### src/rtl/sat_lp_pkg.sv
package sat_lp_pkg;

  // Control state of the local pass sequencer
  typedef enum logic {
    LP_IDLE = 1'b0,
    LP_FLIP = 1'b1
  } lp_state_e;

endpackage

### src/rtl/sat_lp_popcnt.sv
// Counts set bits of a flag vector.
module sat_lp_popcnt #(
  parameter int W  = 256,
  localparam int CW = $clog2(W + 1)
) (
  input  logic [W-1:0]  vec,
  output logic [CW-1:0] cnt
);

  always_comb begin
    cnt = '0;
    for (int i = 0; i < W; i++) begin
      cnt = cnt + CW'(vec[i]);
    end
  end

endmodule

### src/rtl/sat_lp_prob_upd.sv
// Saturating up/down step of an unsigned probability.
module sat_lp_prob_upd #(
  parameter int PW = 8
) (
  input  logic [PW-1:0] cur,
  input  logic [PW-1:0] step,
  input  logic          up,
  input  logic          dn,
  output logic [PW-1:0] nxt
);

  logic [PW:0] sum;

  always_comb begin
    sum = {1'b0, cur} + {1'b0, step};
    nxt = cur;
    if (up) begin
      nxt = sum[PW] ? '1 : sum[PW-1:0];
    end else if (dn) begin
      nxt = (cur < step) ? '0 : (cur - step);
    end
  end

endmodule

### src/rtl/sat_lp_findnext.sv
// Lowest set bit of mask at or above start.
module sat_lp_findnext #(
  parameter int NV = 64,
  localparam int IW = $clog2(NV)
) (
  input  logic [NV-1:0] mask,
  input  logic [IW:0]   start,
  output logic          found,
  output logic [IW-1:0] idx
);

  always_comb begin
    found = 1'b0;
    idx   = '0;
    for (int i = NV - 1; i >= 0; i--) begin
      if (mask[i] && ((IW + 1)'(i) >= start)) begin
        found = 1'b1;
        idx   = IW'(i);
      end
    end
  end

endmodule

### src/rtl/sat_lp_proc.sv
module sat_lp_proc
  import sat_lp_pkg::*;
#(
  parameter int NC     = 256,
  parameter int NV     = 64,
  parameter int PW     = 8,
  parameter int G_INIT = 128,
  parameter int L_INIT = 128,
  localparam int CW = $clog2(NC + 1),
  localparam int IW = $clog2(NV)
) (
  input  logic             clk,
  input  logic             rst_n,
  input  logic             iter_valid,
  input  logic [NC-1:0]    iter_flags,
  input  logic [PW-1:0]    step_g,
  input  logic [PW-1:0]    step_l,
  input  logic [NV-1:0]    var_active,
  output logic             flip_req,
  output logic [IW-1:0]    flip_idx,
  input  logic             flags_valid,
  input  logic [NC-1:0]    flip_flags,
  output logic [CW-1:0]    score,
  output logic [PW-1:0]    g_prob,
  output logic [NV*PW-1:0] l_prob,
  output logic             done
);

  // Reset: asserted asynchronously, released on the clock
  logic rst_s1_q, rst_s2_q, rst_int_n;

  always_ff @(posedge clk or negedge rst_n) begin
    if (!rst_n) begin
      rst_s1_q <= 1'b0;
      rst_s2_q <= 1'b0;
    end else begin
      rst_s1_q <= 1'b1;
      rst_s2_q <= rst_s1_q;
    end
  end

  assign rst_int_n = rst_s2_q;

  // State
  lp_state_e     state_q, state_d;
  logic [IW-1:0] idx_q, idx_d;
  logic          done_q, done_d;
  logic [CW-1:0] score_q;
  logic          have_prev_q;
  logic [PW-1:0] g_q, g_d;
  logic [NC-1:0] unsat_q;
  logic [PW-1:0] l_q [NV];

  logic accept_iter, accept_flip;
  assign accept_iter = (state_q == LP_IDLE) && iter_valid;
  assign accept_flip = (state_q == LP_FLIP) && flags_valid;

  // Iteration score and global step
  logic [CW-1:0] iter_cnt;
  logic          g_up, g_dn;

  sat_lp_popcnt #(.W(NC)) u_cnt_iter (
    .vec (iter_flags),
    .cnt (iter_cnt)
  );

  assign g_up = have_prev_q && (iter_cnt > score_q);
  assign g_dn = have_prev_q && (iter_cnt < score_q);

  sat_lp_prob_upd #(.PW(PW)) u_upd_g (
    .cur  (g_q),
    .step (step_g),
    .up   (g_up),
    .dn   (g_dn),
    .nxt  (g_d)
  );

  // Flip evaluation against the stored unsatisfied set
  logic [NC-1:0] gain_vec, lose_vec;
  logic [CW-1:0] gain_cnt, lose_cnt;
  logic          l_up, l_dn;
  logic [PW-1:0] l_cur, l_nxt;

  assign gain_vec = unsat_q & flip_flags;
  assign lose_vec = ~unsat_q & ~flip_flags;

  sat_lp_popcnt #(.W(NC)) u_cnt_gain (
    .vec (gain_vec),
    .cnt (gain_cnt)
  );

  sat_lp_popcnt #(.W(NC)) u_cnt_lose (
    .vec (lose_vec),
    .cnt (lose_cnt)
  );

  assign l_up  = gain_cnt > lose_cnt;
  assign l_dn  = lose_cnt > gain_cnt;
  assign l_cur = l_q[idx_q];

  sat_lp_prob_upd #(.PW(PW)) u_upd_l (
    .cur  (l_cur),
    .step (step_l),
    .up   (l_up),
    .dn   (l_dn),
    .nxt  (l_nxt)
  );

  // Next active variable search
  logic [IW:0]   scan_start;
  logic          scan_found;
  logic [IW-1:0] scan_idx;

  assign scan_start = accept_iter ? '0 : ({1'b0, idx_q} + {{IW{1'b0}}, 1'b1});

  sat_lp_findnext #(.NV(NV)) u_find (
    .mask  (var_active),
    .start (scan_start),
    .found (scan_found),
    .idx   (scan_idx)
  );

  // Next-state logic
  always_comb begin
    state_d = state_q;
    idx_d   = idx_q;
    done_d  = 1'b0;
    if (accept_iter) begin
      if (scan_found) begin
        state_d = LP_FLIP;
        idx_d   = scan_idx;
      end else begin
        done_d  = 1'b1;
      end
    end else if (accept_flip) begin
      if (scan_found) begin
        idx_d   = scan_idx;
      end else begin
        state_d = LP_IDLE;
        done_d  = 1'b1;
      end
    end
  end

  // Control registers
  always_ff @(posedge clk or negedge rst_int_n) begin
    if (!rst_int_n) begin
      state_q <= LP_IDLE;
      idx_q   <= '0;
      done_q  <= 1'b0;
    end else begin
      state_q <= state_d;
      done_q  <= done_d;
      if (accept_iter || accept_flip) begin
        idx_q <= idx_d;
      end
    end
  end

  // Iteration registers
  always_ff @(posedge clk or negedge rst_int_n) begin
    if (!rst_int_n) begin
      score_q     <= '0;
      have_prev_q <= 1'b0;
      g_q         <= PW'(G_INIT);
      unsat_q     <= '0;
    end else if (accept_iter) begin
      score_q     <= iter_cnt;
      have_prev_q <= 1'b1;
      g_q         <= g_d;
      unsat_q     <= ~iter_flags;
    end
  end

  // Local probability table
  for (genvar k = 0; k < NV; k++) begin : g_ltab
    logic we;
    assign we = accept_flip && (idx_q == IW'(k));

    always_ff @(posedge clk or negedge rst_int_n) begin
      if (!rst_int_n) begin
        l_q[k] <= PW'(L_INIT);
      end else if (we) begin
        l_q[k] <= l_nxt;
      end
    end

    assign l_prob[k*PW +: PW] = l_q[k];
  end

  assign flip_req = (state_q == LP_FLIP);
  assign flip_idx = idx_q;
  assign score    = score_q;
  assign g_prob   = g_q;
  assign done     = done_q;

endmodule

### config.mk
export PLATFORM = sky130hd
export DESIGN_NAME = sat_lp_proc
export DESIGN_NICKNAME = d
export VERILOG_FILES = /design/src/rtl/sat_lp_pkg.sv /design/src/rtl/sat_lp_popcnt.sv /design/src/rtl/sat_lp_prob_upd.sv /design/src/rtl/sat_lp_findnext.sv /design/src/rtl/sat_lp_proc.sv
export SDC_FILE = /design/constraint.sdc
export NUM_CORES = 2
export LEC_CHECK = 0
export ABC_AREA = 1
export BUFFER_PORTS_ARGS = -buffer_cell sky130_fd_sc_hd__buf_2
export CORE_AREA = 2 2 440 442
export DETAILED_ROUTE_END_ITERATION = 8
export DIE_AREA = 0 0 442 444
export GPL_TIMING_DRIVEN = 1
export SETUP_SLACK_MARGIN = 0.4
export SLEW_MARGIN = 10
export SYNTH_ARGS = -nofsm -noshare
export SYNTH_HDL_FRONTEND = slang
export SYNTH_SLANG_ARGS = --single-unit
### constraint.sdc
create_clock -name clk -period 27.5 [get_ports clk]
set_clock_uncertainty 0.15 [all_clocks]
set_input_delay 1.375 -clock clk [delete_from_list [all_inputs] [get_ports clk]]
set_output_delay 1.375 -clock clk [all_outputs]
set_load 0.01 [all_outputs]
After elaboration in Yosys (flattened, before gate mapping)
Cells that the tools add are included.
Storage, ports and cells
  bits in registers: 796
  bits in latches: 0
  bits in writable memories: 0
  ROM bits: 0
  input bits: 596
  output and inout port bits: 537
  memories kept: 0
Cells by class
  $add $sub $neg: 770
  multipliers: 0
  divide/modulo/power cells: 0
  order comparisons: 71
  eq/ne operators: 65
  shift operators: 0
  mux-type cells: 150
  bitwise gates (word level): 7
  reduce and logical (&&, ||, !) cells: 139
Operators with widths (number)
  $add A9 B1 Y9: 762
  $not A256 Y256: 3
  $and A256 B256 Y256: 2
  $mux W6: 67
  $ge A6 B7 Y1 const A: 32
  $eq A6 B6 Y1 const B: 32
  $logic_and A1 B1 Y1: 132
  $ge A5 B7 Y1 const A: 16
  $eq A6 B5 Y1 const B: 16
  $mux W8: 10
  $mux W1: 71
  $ge A4 B7 Y1 const A: 8
  $bmux W8 S6: 1
  $eq A6 B4 Y1 const B: 8
  $ge A3 B7 Y1 const A: 4
  $gt A9 B9 Y1: 3
  $eq A6 B3 Y1 const B: 4
  $add A8 B8 Y9: 2
  $lt A8 B8 Y1: 2
  $sub A8 B8 Y8: 2
  $ge A1 B7 Y1 const A: 2
  $ge A2 B7 Y1 const A: 2
  $eq A6 B2 Y1 const B: 2
  $lt A9 B9 Y1: 1
  14 further kinds: 18

Depth between registers and ports, before layout
  depth in word-level cells: 260
  mapped depth: 72
  gate-level depth less buffers: 70

Cells and area by module
A second synthesis with hierarchy kept.
Second synthesis, totals
  cells, all modules: 8195
  area, all modules: 63444.6 µm²
Modules (own cells, without submodules)
  sat_lp_proc: instances 1, cells an instance 5253, area an instance 38538.2 µm², seq. area each 20000.4 µm²
  sat_lp_popcnt at u_cnt_gain ...: instances 2, cells an instance 743, area an instance 7106.8 µm², seq. area each 0.0 µm²
  sat_lp_popcnt at u_cnt_iter: instances 1, cells an instance 745, area an instance 7121.8 µm², seq. area each 0.0 µm²
  sat_lp_prob_upd: instances 2, cells an instance 186, area an instance 1012.2 µm², seq. area each 0.0 µm²
  sat_lp_findnext: instances 1, cells an instance 339, area an instance 1546.5 µm², seq. area each 0.0 µm²

Worst setup path after synthesis
Ideal clock, no wire load.
  kind: input to register
  start point: input port flip_flags[72]
  end point: register l_q (netlist bit l_prob[103])
  arrival time: 11.500 ns
  required time: 27.258 ns
  slack: 15.758 ns
  stages: 33
  cell sequence: or2_2 > fa_1 > inv_1 > fa_1 > inv_1 > fa_1 > fa_1 > fa_1 > inv_1 > fa_1 > inv_1 > fa_1 > fa_1 > fa_1 > fa_1 > fa_1 > fa_1 > fa_1 > o21ai_0 > a21oi_1 > o21ai_0 > xnor2_1 > inv_1 > ha_1 > a21oi_1 > nand2_1 > a221oi_1 > inv_1 > nor3_1 > nand2_1 > o21ai_1 > clkbuf_1 > o21ai_0
Between the ends
  longest elaborated chain between the ends: 189
Ends and longest elaborated chain
  start: declaration: RTL line sat_lp_proc.sv:22  | input logic [NC-1:0] flip_flags,
  $not A256 Y256: RTL line sat_lp_proc.sv:85  | assign lose_vec = ~unsat_q & ~flip_flags;
  $and A256 B256 Y256: RTL line sat_lp_proc.sv:85
  $add A9 B1 Y9 (184 in series): RTL line sat_lp_popcnt.sv:13  | cnt = cnt + CW'(vec[i]);
  $gt A9 B9 Y1: RTL line sat_lp_proc.sv:98  | assign l_dn = lose_cnt > gain_cnt;
  $mux W8: RTL line sat_lp_prob_upd.sv:19  | end else if (dn) begin
  $mux W8 *: RTL line sat_lp_prob_upd.sv:17  | if (up) begin
  end signal: indexed assignment: RTL line sat_lp_proc.sv:182  | l_q[k] <= PW'(L_INIT);
  end signal: indexed assignment: RTL line sat_lp_proc.sv:184  | l_q[k] <= l_nxt;
  end: declaration: RTL line sat_lp_proc.sv:52  | logic [PW-1:0] l_q [NV];
Mark *: on every way between the ends. The rest lies on a longest branch, timed or not.
A chain may end at the register's enable or synchronous reset.

Final worst setup path
  start point: input port flip_flags[78]
  end point: register l_q (netlist bit l_prob[23])
Between the ends
  longest elaborated chain between the ends: 183
Ends and longest elaborated chain (RTL line)
  $not A256 Y256: sat_lp_proc.sv:85
  $and A256 B256 Y256: sat_lp_proc.sv:85
  $add A9 B1 Y9 (178 in series): sat_lp_popcnt.sv:13
  $gt A9 B9 Y1: sat_lp_proc.sv:98
  $mux W8: sat_lp_prob_upd.sv:19
  $mux W8 *: sat_lp_prob_upd.sv:17
Marked as above.

==> flow_metrics.tcl <==
set metrics [dict create \
    period_needed_ns 12.93 \
    drive_gt1_share_pct 21.1 \
    firstDrtPassIters 6 \
    critPathKind "in -> reg" \
    tns_ns 0 \
    synthesis.area_mm2 0.0581 \
    pin_count 1133 \
    synth_compound_area_share_pct 12.8 \
    yosysSeqAreaShare_pct 34.4 \
    synth-edff-count 0 \
    cts_buffers 99 \
    wirelength_mm 263 \
    rows 161 \
    grt_pass1_vias 50600 \
    cts_resized 0 \
    vias 50700 \
    end_kind "register" \
    yosysWarnings 0 \
    synth_top_family_by_area "adder cells" \
    gp_congestion 0.995 \
    drv_cap 0 \
    synthAdderAreaFrac_pct 28.9 \
    initial_core_util_pct 30.3 \
    hold_viol 0 \
    synth_seq_cells 796 \
    cts_sinks 796 \
    rsz0062_at_grt "no" \
    cts_tree "built" \
    synth_cell_types 55 \
    worst_pin_slew_ns 1.25 \
    synth-xor-area-share_pct 0.422 \
    grt_pass1_wl_mm 369 \
    cts_hold_buf 0 \
    io_buffer_count 1132 \
    fmax_mhz 77.3 \
    synth.avg_cell_area_um2 8.84 \
    dpl.hpwl_mm 215 \
    drt-initial-drc-count 4677 \
    grt-ovfl-total 0 \
    r2r_setup_slack_ns 14.77 \
    clk_latency_ns 0.80 \
    r2r_cells 33 \
    setup_viol 0 \
    cp_slowest_cell "a221oi_2" \
    core-area_mm2 0.192 \
    htreeDepth 3 \
    avgRoutedWirePerCell_um 25.6 \
    slowest_delay_ns 0.73 \
    finish.net_count 9063 \
    r2r_start "unsat_q[78]" \
    drc 0 \
    cp.required_ns 27.99 \
    min_period_over_period_pct 47.0 \
    postCtsSetupBuffers 0 \
    grt_antenna_before_repair 170 \
    worst_ep_arrival_time_ns 13.42 \
    synth-simple-area-share_pct 14.7 \
    netlist_instances 6573 \
    synth_fp_nets 8073 \
    drtAntennaViolNets 0 \
    slew-limit-headroom_pct 16.9 \
    ys.flop_type "dfrtp_1" \
    startpoint_type "primary input" \
    cts_root_buf "clkbuf_16" \
    area_growth_pct 20.5 \
    grt_max_degree 187 \
    async_flop_share_pct 100 \
    die_area_mm2 0.196 \
    die_y_um 444 \
    r2r-end "l_prob[23]" \
    path_max_fanout 48 \
    status "complete, no violations" \
    clkTransAtPathRegs_ns 0.06 \
    drv_slew 0 \
    synth_mux_area_share_pct 0 \
    track_usage_pct 26.2 \
    crit_path_frequent_cell "fa_1" \
    via_per_inst 4.94 \
    cts_buffer_depth 3 \
    die_width_um 442 \
    hp-class "reg -> async" \
]
[worst max-delay path, delay by kind of cell]
family | cells | cell delay [ns]
adder cells (fa/ha/maj) | 14 | 6.97
AO/OA/AOI/OAI | 7 | 2.25
XOR/XNOR | 1 | 0.16
buffers and inverters | 8 | 1.21
AND/OR/NAND/NOR | 4 | 1.30
[state kept, by name, summed over array words and instances, names as in the netlist, 6 cells and up]
signal / cells
unsat_q: 256
flip_idx: 6
l_prob: 512
score: 9
g_prob: 8
[through the flow]
step                      setup slack [ns]  area [µm²]  util [%]  hold slack, ns  std cells
after global routing                 13.75       69900      36.5           0.168      10200
after detailed placement             13.70       66300      34.6           0.156       9988
after CTS                            14.51       69800      36.4           0.162      10200
final                                14.57       70000      36.5           0.140      10300
after global placement               13.77       66300      34.6           0.152       9988
after floorplan                       3.63       58100         -           0.181       6573
[kinds of logic (layout without fill, tap and decap cells)]
group | count (synthesis) | count (layout)
flip-flops | 796 | 796
XOR/XNOR | 28 | 28
other | 1 | 89
AND/OR/NAND/NOR | 2101 | 2101
AO/OA/AOI/OAI | 1397 | 1397
adder cells (fa/ha/maj) | 904 | 904
buffers and inverters | 1346 | 2419
[per-layer routing]
metal  up-vias  global-route usage (%)  share of wire, %
li1      22600                       -                 -
met1     24900                    28.4                34
met2      2313                    43.8                48
met3       758                    7.48               8.5
met4       114                    19.4               8.5
met5         -                       0              0.28
[area by class of cell]
class                      instances  area [µm²]
antenna                           88         220
clock buffer                     140        2890
clock inverter                    44         614
fill                           19600      122000
inverter                        1070        4030
multi-input combinational       4431       33100
sequential                       796       20000
tap                             2526        3160
timing repair buffer            1165        5980
[synthesized netlist by cell type (2+ instances only)]
master / instances / share of area (%)
inv_1: 1064 / 6.9
clkbuf_1: 199 / 1.3
nand3_1: 40 / 0.34
a21o_1: 3 / 0.039
a221oi_1: 13 / 0.20
dfrtp_1: 731 / 31
nand2_4: 2 / 0.039
nand4_1: 13 / 0.14
nor4_1: 3 / 0.032
nor3_1: 13 / 0.11
a22o_1: 12 / 0.18
o211ai_1: 9 / 0.12
nor2_4: 2 / 0.039
o221ai_1: 7 / 0.11
a211oi_1: 2 / 0.026
inv_2: 5 / 0.032
a41oi_1: 12 / 0.18
buf_1: 74 / 0.48
buf_2: 3 / 0.026
xnor2_1: 9 / 0.14
nor2_1: 448 / 2.9
nor3b_1: 3 / 0.039
nand2_1: 1388 / 9.0
nor2_2: 2 / 0.022
o21ai_0: 1103 / 9.5
a31oi_1: 9 / 0.097
nand2_2: 8 / 0.086
o31ai_1: 5 / 0.065
dfstp_2: 65 / 2.9
o21bai_1: 15 / 0.19
fa_1: 730 / 25
xor2_1: 19 / 0.29
ha_1: 174 / 3.7
or2_2: 173 / 1.9
a21oi_1: 67 / 0.58
o22ai_1: 129 / 1.4
[cell usage in the layout (no fill, tap or decap), types with 13 or more instances in the layout]
cell type,count
nor2_1,445
dfstp_2,65
clkinv_2,20
clkbuf_8,26
nand2_2,14
fa_1,730
buf_2,1132
xor2_1,19
ha_1,174
nand3_1,40
clkbuf_1,15
nand2_1,1382
clkbuf_16,99
o22ai_1,129
or2_2,173
nand4_1,13
diode_2,88
o21ai_0,1103
dfrtp_1,728
a21oi_1,67
nor3_1,13
o21bai_1,15
inv_1,1063
buf_4,28
[worst max-delay path by stage]
stage | slack (ns) | endpoint | cells past startpoint | startpoint
2_1_floorplan | 3.63 | done | 0 | rst_int_n
3_3_place_gp | 13.77 | l_prob[230] | 34 | flip_flags[78]
3_5_place_dp | 13.70 | l_prob[325] | 33 | flip_flags[78]
4_1_cts | 14.51 | l_prob[173] | 33 | flip_flags[78]
5_1_grt | 13.75 | l_prob[173] | 33 | flip_flags[108]
6_report | 14.57 | l_prob[23] | 34 | flip_flags[78]
Power is left out: the tool's default activity adds up to more than one toggle a clock period on the data nets, which glitch-free logic cannot reach.
